### config.mk
export PLATFORM = sky130hd
export DESIGN_NAME = spi_sniff_framer
export DESIGN_NICKNAME = d
export VERILOG_FILES = /design/src/rtl/spi_sniff_pkg.sv /design/src/rtl/spi_sniff_sync.sv /design/src/rtl/spi_sniff_capture.sv /design/src/rtl/spi_sniff_fmt.sv /design/src/rtl/spi_sniff_framer.sv
export SDC_FILE = /design/constraint.sdc
export NUM_CORES = 1
export LEC_CHECK = 0
export ABC_AREA = 1
export BUFFER_PORTS_ARGS = -buffer_cell sky130_fd_sc_hd__buf_2
export CAP_MARGIN = 20
export CORE_MARGIN = 2
export CORE_UTILIZATION = 50
export CTS_BUF_LIST = sky130_fd_sc_hd__clkbuf_8
export CTS_CLUSTER_DIAMETER = 50
export DETAILED_ROUTE_END_ITERATION = 10
export MAX_ROUTING_LAYER = met4
export PLACE_DENSITY = 0.74
export SYNTH_ARGS = -nofsm -noshare
export SYNTH_HDL_FRONTEND = slang
export SYNTH_SLANG_ARGS = --single-unit
### constraint.sdc
create_clock -name clk_i -period 4.8 [get_ports clk_i]
set_input_delay 0.24 -clock clk_i [delete_from_list [all_inputs] [get_ports clk_i]]
set_output_delay 0.24 -clock clk_i [all_outputs]
set_load 0.1 [all_outputs]
### src/rtl/spi_sniff_pkg.sv
package spi_sniff_pkg;
  localparam int unsigned BYTE_W = 8;
  localparam logic [BYTE_W-1:0] OPEN_CODE  = 8'h28;
  localparam logic [BYTE_W-1:0] CLOSE_CODE = 8'h29;

  typedef struct packed {
    logic [BYTE_W-1:0] mosi;
    logic [BYTE_W-1:0] miso;
  } pair_t;
endpackage

### src/rtl/spi_sniff_sync.sv
module spi_sniff_sync #(
  parameter int unsigned W      = 4,
  parameter int unsigned STAGES = 2,
  parameter logic [W-1:0] RST_V = '0
) (
  input  logic         clk_i,
  input  logic         rst_ni,
  input  logic [W-1:0] d_i,
  output logic [W-1:0] q_o
);
  logic [W-1:0] st_q [STAGES];

  always_ff @(posedge clk_i or negedge rst_ni) begin
    if (!rst_ni) begin
      for (int i = 0; i < STAGES; i++) st_q[i] <= RST_V;
    end else begin
      st_q[0] <= d_i;
      for (int i = 1; i < STAGES; i++) st_q[i] <= st_q[i-1];
    end
  end

  assign q_o = st_q[STAGES-1];
endmodule

### src/rtl/spi_sniff_capture.sv
module spi_sniff_capture
  import spi_sniff_pkg::*;
(
  input  logic  clk_i,
  input  logic  rst_ni,
  input  logic  en_i,
  input  logic  cpol_i,
  input  logic  cpha_i,
  input  logic  clr_i,
  input  logic  sclk_i,
  input  logic  cs_ni,
  input  logic  mosi_i,
  input  logic  miso_i,
  output pair_t pair_o,
  output logic  pair_vld_o,
  output logic  short_o
);
  localparam int unsigned CW = $clog2(BYTE_W);

  logic          sclk_q, cs_q, armed_q, short_q;
  logic [CW-1:0] cnt_q;
  pair_t         sh_q;
  logic          cs_fall, cs_rise, samp;

  assign cs_fall = cs_q & ~cs_ni;
  assign cs_rise = ~cs_q & cs_ni;
  // sample on leading edge (line leaves idle) unless cpha selects trailing
  assign samp = (sclk_q ^ sclk_i) & ((sclk_i ^ cpol_i) ^ cpha_i);

  always_ff @(posedge clk_i or negedge rst_ni) begin
    if (!rst_ni) begin
      sclk_q     <= 1'b0;
      cs_q       <= 1'b1;
      armed_q    <= 1'b0;
      cnt_q      <= '0;
      sh_q       <= '0;
      pair_o     <= '0;
      pair_vld_o <= 1'b0;
      short_q    <= 1'b0;
    end else begin
      sclk_q     <= sclk_i;
      cs_q       <= cs_ni;
      pair_vld_o <= 1'b0;
      if (clr_i) short_q <= 1'b0;
      if (!en_i) begin
        armed_q <= 1'b0;
        cnt_q   <= '0;
      end else if (cs_fall) begin
        armed_q <= 1'b1;
        cnt_q   <= '0;
        sh_q    <= '0;
      end else if (cs_rise) begin
        if (armed_q && cnt_q != '0) short_q <= 1'b1;
        armed_q <= 1'b0;
        cnt_q   <= '0;
      end else if (armed_q && samp) begin
        sh_q.mosi <= {sh_q.mosi[BYTE_W-2:0], mosi_i};
        sh_q.miso <= {sh_q.miso[BYTE_W-2:0], miso_i};
        if (cnt_q == CW'(BYTE_W-1)) begin
          cnt_q       <= '0;
          pair_vld_o  <= 1'b1;
          pair_o.mosi <= {sh_q.mosi[BYTE_W-2:0], mosi_i};
          pair_o.miso <= {sh_q.miso[BYTE_W-2:0], miso_i};
        end else begin
          cnt_q <= cnt_q + 1'b1;
        end
      end
    end
  end

  assign short_o = short_q;

  p_pair_needs_arm_r2: assert property (@(posedge clk_i) disable iff (!rst_ni)
    pair_vld_o |-> $past(armed_q));
  p_cnt_idle_unarmed_r3: assert property (@(posedge clk_i) disable iff (!rst_ni)
    (!en_i || cs_fall || cs_rise) |=> cnt_q == '0);
  p_short_sticky_r4: assert property (@(posedge clk_i) disable iff (!rst_ni)
    (short_q && !clr_i) |=> short_q);
  p_disarm_r11: assert property (@(posedge clk_i) disable iff (!rst_ni)
    !en_i |=> !armed_q);
endmodule

### src/rtl/spi_sniff_fmt.sv
module spi_sniff_fmt
  import spi_sniff_pkg::*;
(
  input  logic              clk_i,
  input  logic              rst_ni,
  input  logic              compact_i,
  input  logic              clr_i,
  input  pair_t             pair_i,
  input  logic              pair_vld_i,
  output logic [BYTE_W-1:0] data_o,
  output logic              valid_o,
  input  logic              ready_i,
  output logic              ovr_o
);
  logic       busy_q, cmp_q, ovr_q;
  logic [1:0] idx_q;
  pair_t      hold_q;
  logic       fire, last, take;

  assign fire = busy_q & ready_i;
  assign last = cmp_q ? (idx_q == 2'd1) : (idx_q == 2'd3);
  assign take = pair_vld_i & (~busy_q | (fire & last));

  always_ff @(posedge clk_i or negedge rst_ni) begin
    if (!rst_ni) begin
      busy_q <= 1'b0;
      cmp_q  <= 1'b0;
      idx_q  <= '0;
      hold_q <= '0;
      ovr_q  <= 1'b0;
    end else begin
      if (take) begin
        busy_q <= 1'b1;
        idx_q  <= '0;
        cmp_q  <= compact_i;
        hold_q <= pair_i;
      end else if (fire && last) begin
        busy_q <= 1'b0;
      end else if (fire) begin
        idx_q <= idx_q + 1'b1;
      end
      if (clr_i) ovr_q <= 1'b0;
      else if (pair_vld_i && !take) ovr_q <= 1'b1;
    end
  end

  always_comb begin
    if (cmp_q) data_o = idx_q[0] ? hold_q.miso : hold_q.mosi;
    else begin
      unique case (idx_q)
        2'd0:    data_o = hold_q.mosi;
        2'd1:    data_o = OPEN_CODE;
        2'd2:    data_o = hold_q.miso;
        default: data_o = CLOSE_CODE;
      endcase
    end
  end

  assign valid_o = busy_q;
  assign ovr_o   = ovr_q;

  p_hold_stall_r10: assert property (@(posedge clk_i) disable iff (!rst_ni)
    (valid_o && !ready_i) |=> (valid_o && $stable(data_o)));
  p_ovr_sticky_r9: assert property (@(posedge clk_i) disable iff (!rst_ni)
    (ovr_q && !clr_i) |=> ovr_q);
  p_compact_two_beats_r8: assert property (@(posedge clk_i) disable iff (!rst_ni)
    (busy_q && cmp_q) |-> idx_q <= 2'd1);
endmodule

### src/rtl/spi_sniff_framer.sv
module spi_sniff_framer
  import spi_sniff_pkg::*;
#(
  parameter int unsigned SYNC_STAGES = 2
) (
  input  logic              clk_i,
  input  logic              rst_ni,
  input  logic              en_i,
  input  logic              cpol_i,
  input  logic              cpha_i,
  input  logic              compact_i,
  input  logic              clr_i,
  input  logic              spi_sclk_i,
  input  logic              spi_cs_ni,
  input  logic              spi_mosi_i,
  input  logic              spi_miso_i,
  output logic [BYTE_W-1:0] out_data_o,
  output logic              out_valid_o,
  input  logic              out_ready_i,
  output logic              short_o,
  output logic              overrun_o
);
  logic [3:0] bus_s;
  pair_t      pair;
  logic       pair_vld;

  // order: sclk, cs_n, mosi, miso; cs resets inactive
  spi_sniff_sync #(.W(4), .STAGES(SYNC_STAGES), .RST_V(4'b0100)) u_sync (
    .clk_i (clk_i),
    .rst_ni(rst_ni),
    .d_i   ({spi_sclk_i, spi_cs_ni, spi_mosi_i, spi_miso_i}),
    .q_o   (bus_s)
  );

  spi_sniff_capture u_cap (
    .clk_i     (clk_i),
    .rst_ni    (rst_ni),
    .en_i      (en_i),
    .cpol_i    (cpol_i),
    .cpha_i    (cpha_i),
    .clr_i     (clr_i),
    .sclk_i    (bus_s[3]),
    .cs_ni     (bus_s[2]),
    .mosi_i    (bus_s[1]),
    .miso_i    (bus_s[0]),
    .pair_o    (pair),
    .pair_vld_o(pair_vld),
    .short_o   (short_o)
  );

  spi_sniff_fmt u_fmt (
    .clk_i     (clk_i),
    .rst_ni    (rst_ni),
    .compact_i (compact_i),
    .clr_i     (clr_i),
    .pair_i    (pair),
    .pair_vld_i(pair_vld),
    .data_o    (out_data_o),
    .valid_o   (out_valid_o),
    .ready_i   (out_ready_i),
    .ovr_o     (overrun_o)
  );

  p_quiet_after_reset_r1: assert property (@(posedge clk_i)
    $rose(rst_ni) |-> (!out_valid_o && !short_o && !overrun_o));
endmodule

==> impl_metrics.toml <==
[clock_tree]
clkSinkCount = 67
htreeDepth = 3
cts_buffer_depth = 2
cts.clk_slew.worst_paths_ns = 0.08
cts_tree = "yes"
cts_root_buf = "clkbuf_8"
numCtsBuffers = 9
insertion_delay_ns = 0.34
cts_setup_buffers = 0

[outcome]
outcome = "finished, final reports clean"

[global_routing]
grt_pass1_wl_mm = 10.0
grt_max_degree = 68
antenna_found_initial = 0
track_usage_pct = 18.0
grt_overflow = 0
first_global_vias = 2243

[worst_setup_path]
r2r_slack_ns = 2.59
reg2reg_from = "u_cap.cs_q"
required_ns = 4.56
worstSetupPathType = "reg -> out"
path_buf_inv = 2
cp-start-kind = "register"
critPathMaxFanout = 12
cp-end-kind = "output port"
critPathMaxStageDelay_ns = 0.50
rr_worst_depth = 6
reg2reg_to = "u_cap.pair_o[12]"
arrival_ns = 2.30
slowest_stage = "dfrtp_1"
crit_chain = "inv_1 -> ha_1 -> nand2_1 -> o221ai_1 -> buf_2"
crit_family = "buffers and inverters"

[yosys]
synth.avg_cell_area_um2 = 8.68
syn_inst = 366
synthDistinctLibCells = 34
async_reset_ff_share_pct = 100
synth_nets = 388
yosys_most_used_dff = "dfrtp_1"
yosysWarnings = 0
synth_area_leaders = "dfrtp_1, nand2_1, inv_1, ha_1, nand3_1"
yosys_register_bits = 67
synth_edf_count = 0
yosysTopAreaCellShare_pct = 50.4
synth_top_area_cell = "dfrtp_1"
synth_area_um2 = 3180
yosysSeqAreaShare_pct = 52.9

[detailed_routing]
ant_nets = 0
via_per_inst = 5.03
vias = 2368
drc_errors = 0
wl_per_cell_um = 11.9
drt_pass1_iterations = 4
drtIter0Drc = 166
wirelength_mm = 5.61

[power_and_ir_drop]
p_per_area_nw_per_um2 = 449
p_leak_nw = 1.87
power.total_mw = 1.61
ir_drop_v = 0.000351

[die]
rows = 29
dieArea_um2 = 7010
die_h_um = 83.7
initial_core_util_pct = 50.9
ios = 23
core_um2 = 6240
fp.dieW_um = 83.7

[cells_and_area]
design_area_um2 = 3580
drive_gt1_share_pct = 16.0
antenna_cells = 0
fin_nets = 411
syn_to_final_growth_pct = 12.7
final_core_util_pct = 57.4

[sta]
setup_viol = 0
max_slew_margin_pct = 46.1
period_minus_slack_ns = 2.54
fmax_mhz = 394
tightest_slew_ns = 0.807
hold_viol_final = 0
rsz0062_at_grt = "no"
slew_violations = 0
fin_skew_ns = 0.00996
layout_setup_ws_ns = 2.26
fin_setup_tns_ns = 0
period_share_pct = 52.9

[placed_design]
dp_hpwl_mm = 3.88
gp_congestion = 0.906
place_ws_ns = 2.58
io_buffers = 22
dpl_cell_area_um2 = 3290

[job]
cap_violations = 0

[min_path]
hold_class = "in -> async"
==> power by group <==
group          internal [mW]  leakage [nW]  switching (mW)  total [mW]
sequential             0.597         0.895          0.0279       0.625
clock                  0.359         0.115           0.212       0.571
combinational         0.0834         0.859           0.329       0.412
==> flip-flops by register name, summed over array words and instances, names as in the netlist <==
name / count
u_cap.sclk_q: 1
u_cap.armed_q: 1
u_cap.short_o: 1
u_cap.cs_q: 1
u_fmt.ovr_o: 1
u_fmt.idx_q: 2
u_sync.st_q: 4
u_fmt.cmp_q: 1
u_cap.pair_vld_o: 1
u_cap.cnt_q: 3
u_fmt.hold_q: 16
u_cap.sh_q: 14
u_sync.q_o: 4
u_fmt.valid_o: 1
u_cap.pair_o: 16
==> worst reg2reg max path, stage by stage (launching register included) <==
cell	delay (ns)
dfstp_2	0.53
inv_1	0.04
ha_1	0.34
and3_1	0.19
nand4_2	0.63
nand2_1	0.27
o21ai_1	0.09
==> kinds of logic (layout without fill, tap and decap cells) <==
group	Yosys count	count (layout)	synth area share [%]
flops	67	67	52.9
simple gates	190	190	26.5
fa+ha+maj	10	10	3.94
compound gates	43	43	8.47
buf+inv	56	84	8.23
==> cells in the mapped netlist, types with 2 or more instances <==
master and count:
nand2_1 125, dfrtp_1 64, inv_1 37, nor2_1 24, nand3_1 20, o21ai_0 18
ha_1 10, o21ai_1 10, nand4_1 8, o21ai_2 6, buf_2 5, clkbuf_1 4
o221ai_1 4, buf_4 3, dfstp_2 3, nand2_4 3, a21oi_1 2, buf_6 2
inv_2 2, nand3_2 2
==> per-stage QoR <==
| stage | instances | hold slack, ns |
|---|---|---|
| 2_1_floorplan | 366 | -0.0556 |
| 3_3_place_gp | 451 | 0.332 |
| 3_5_place_dp | 451 | 0.336 |
| 4_1_cts | 471 | 0.0428 |
| 5_1_grt | 471 | 0.0554 |
| 6_report | 471 | 0.0573 |
==> final cells by class <==
| type | count | area [um2] |
|---|---|---|
| Fill cell | 550 | 2660 |
| Inverter | 41 | 161 |
| Sequential cell | 67 | 1680 |
| Timing Repair Buffer | 27 | 158 |
| Tap cell | 77 | 96.3 |
| Clock inverter | 6 | 113 |
| Multi-Input combinational cell | 243 | 1230 |
| Clock buffer | 10 | 138 |
==> cells in the final DEF, fill, tap and decap left out, types with 2 or more instances in the layout <==
master and count:
clkinvlp_4 3, buf_2 22, nor2_1 24, o21ai_2 6, dfrtp_1 64, dlygate4sd3_1 4, nand2_4 3, ha_1 10
nand4_1 8, nand3_2 2, nand3_1 20, clkbuf_8 10, a21oi_1 2, o21ai_0 18, inv_2 2, nand2_1 125
o221ai_1 4, o21ai_1 10, dfstp_2 3, inv_1 37, bufinv_16 3
==> how the worst max path moves through the flow <==
stage,from,to,slack [ns],cells past startpoint
after detailed placement,u_cap.cs_q,u_cap.pair_o[15],2.58,6
after floorplan,u_fmt.idx_q[0],out_data_o[6],1.26,6
final,u_fmt.idx_q[0],out_data_o[2],2.26,5
after global placement,u_cap.cs_q,u_cap.pair_o[7],2.62,6
after global routing,u_fmt.idx_q[0],out_data_o[3],2.08,7
after CTS,u_fmt.idx_q[0],out_data_o[2],2.28,5
==> per-layer routing <==
layer  wire (um)  track usage (%)
met5           0                -
met4          46             6.30
met3         241             4.75
met2        2640             27.3
met1        2680             23.6
==> repair_timing <==
item | CTS | global route
gates resized for setup | 0 | 0
hold buffers | 4 | 0
endpoints found under the hold margin | 4 | 0
Note: power is estimated with default switching activity, not from simulation.
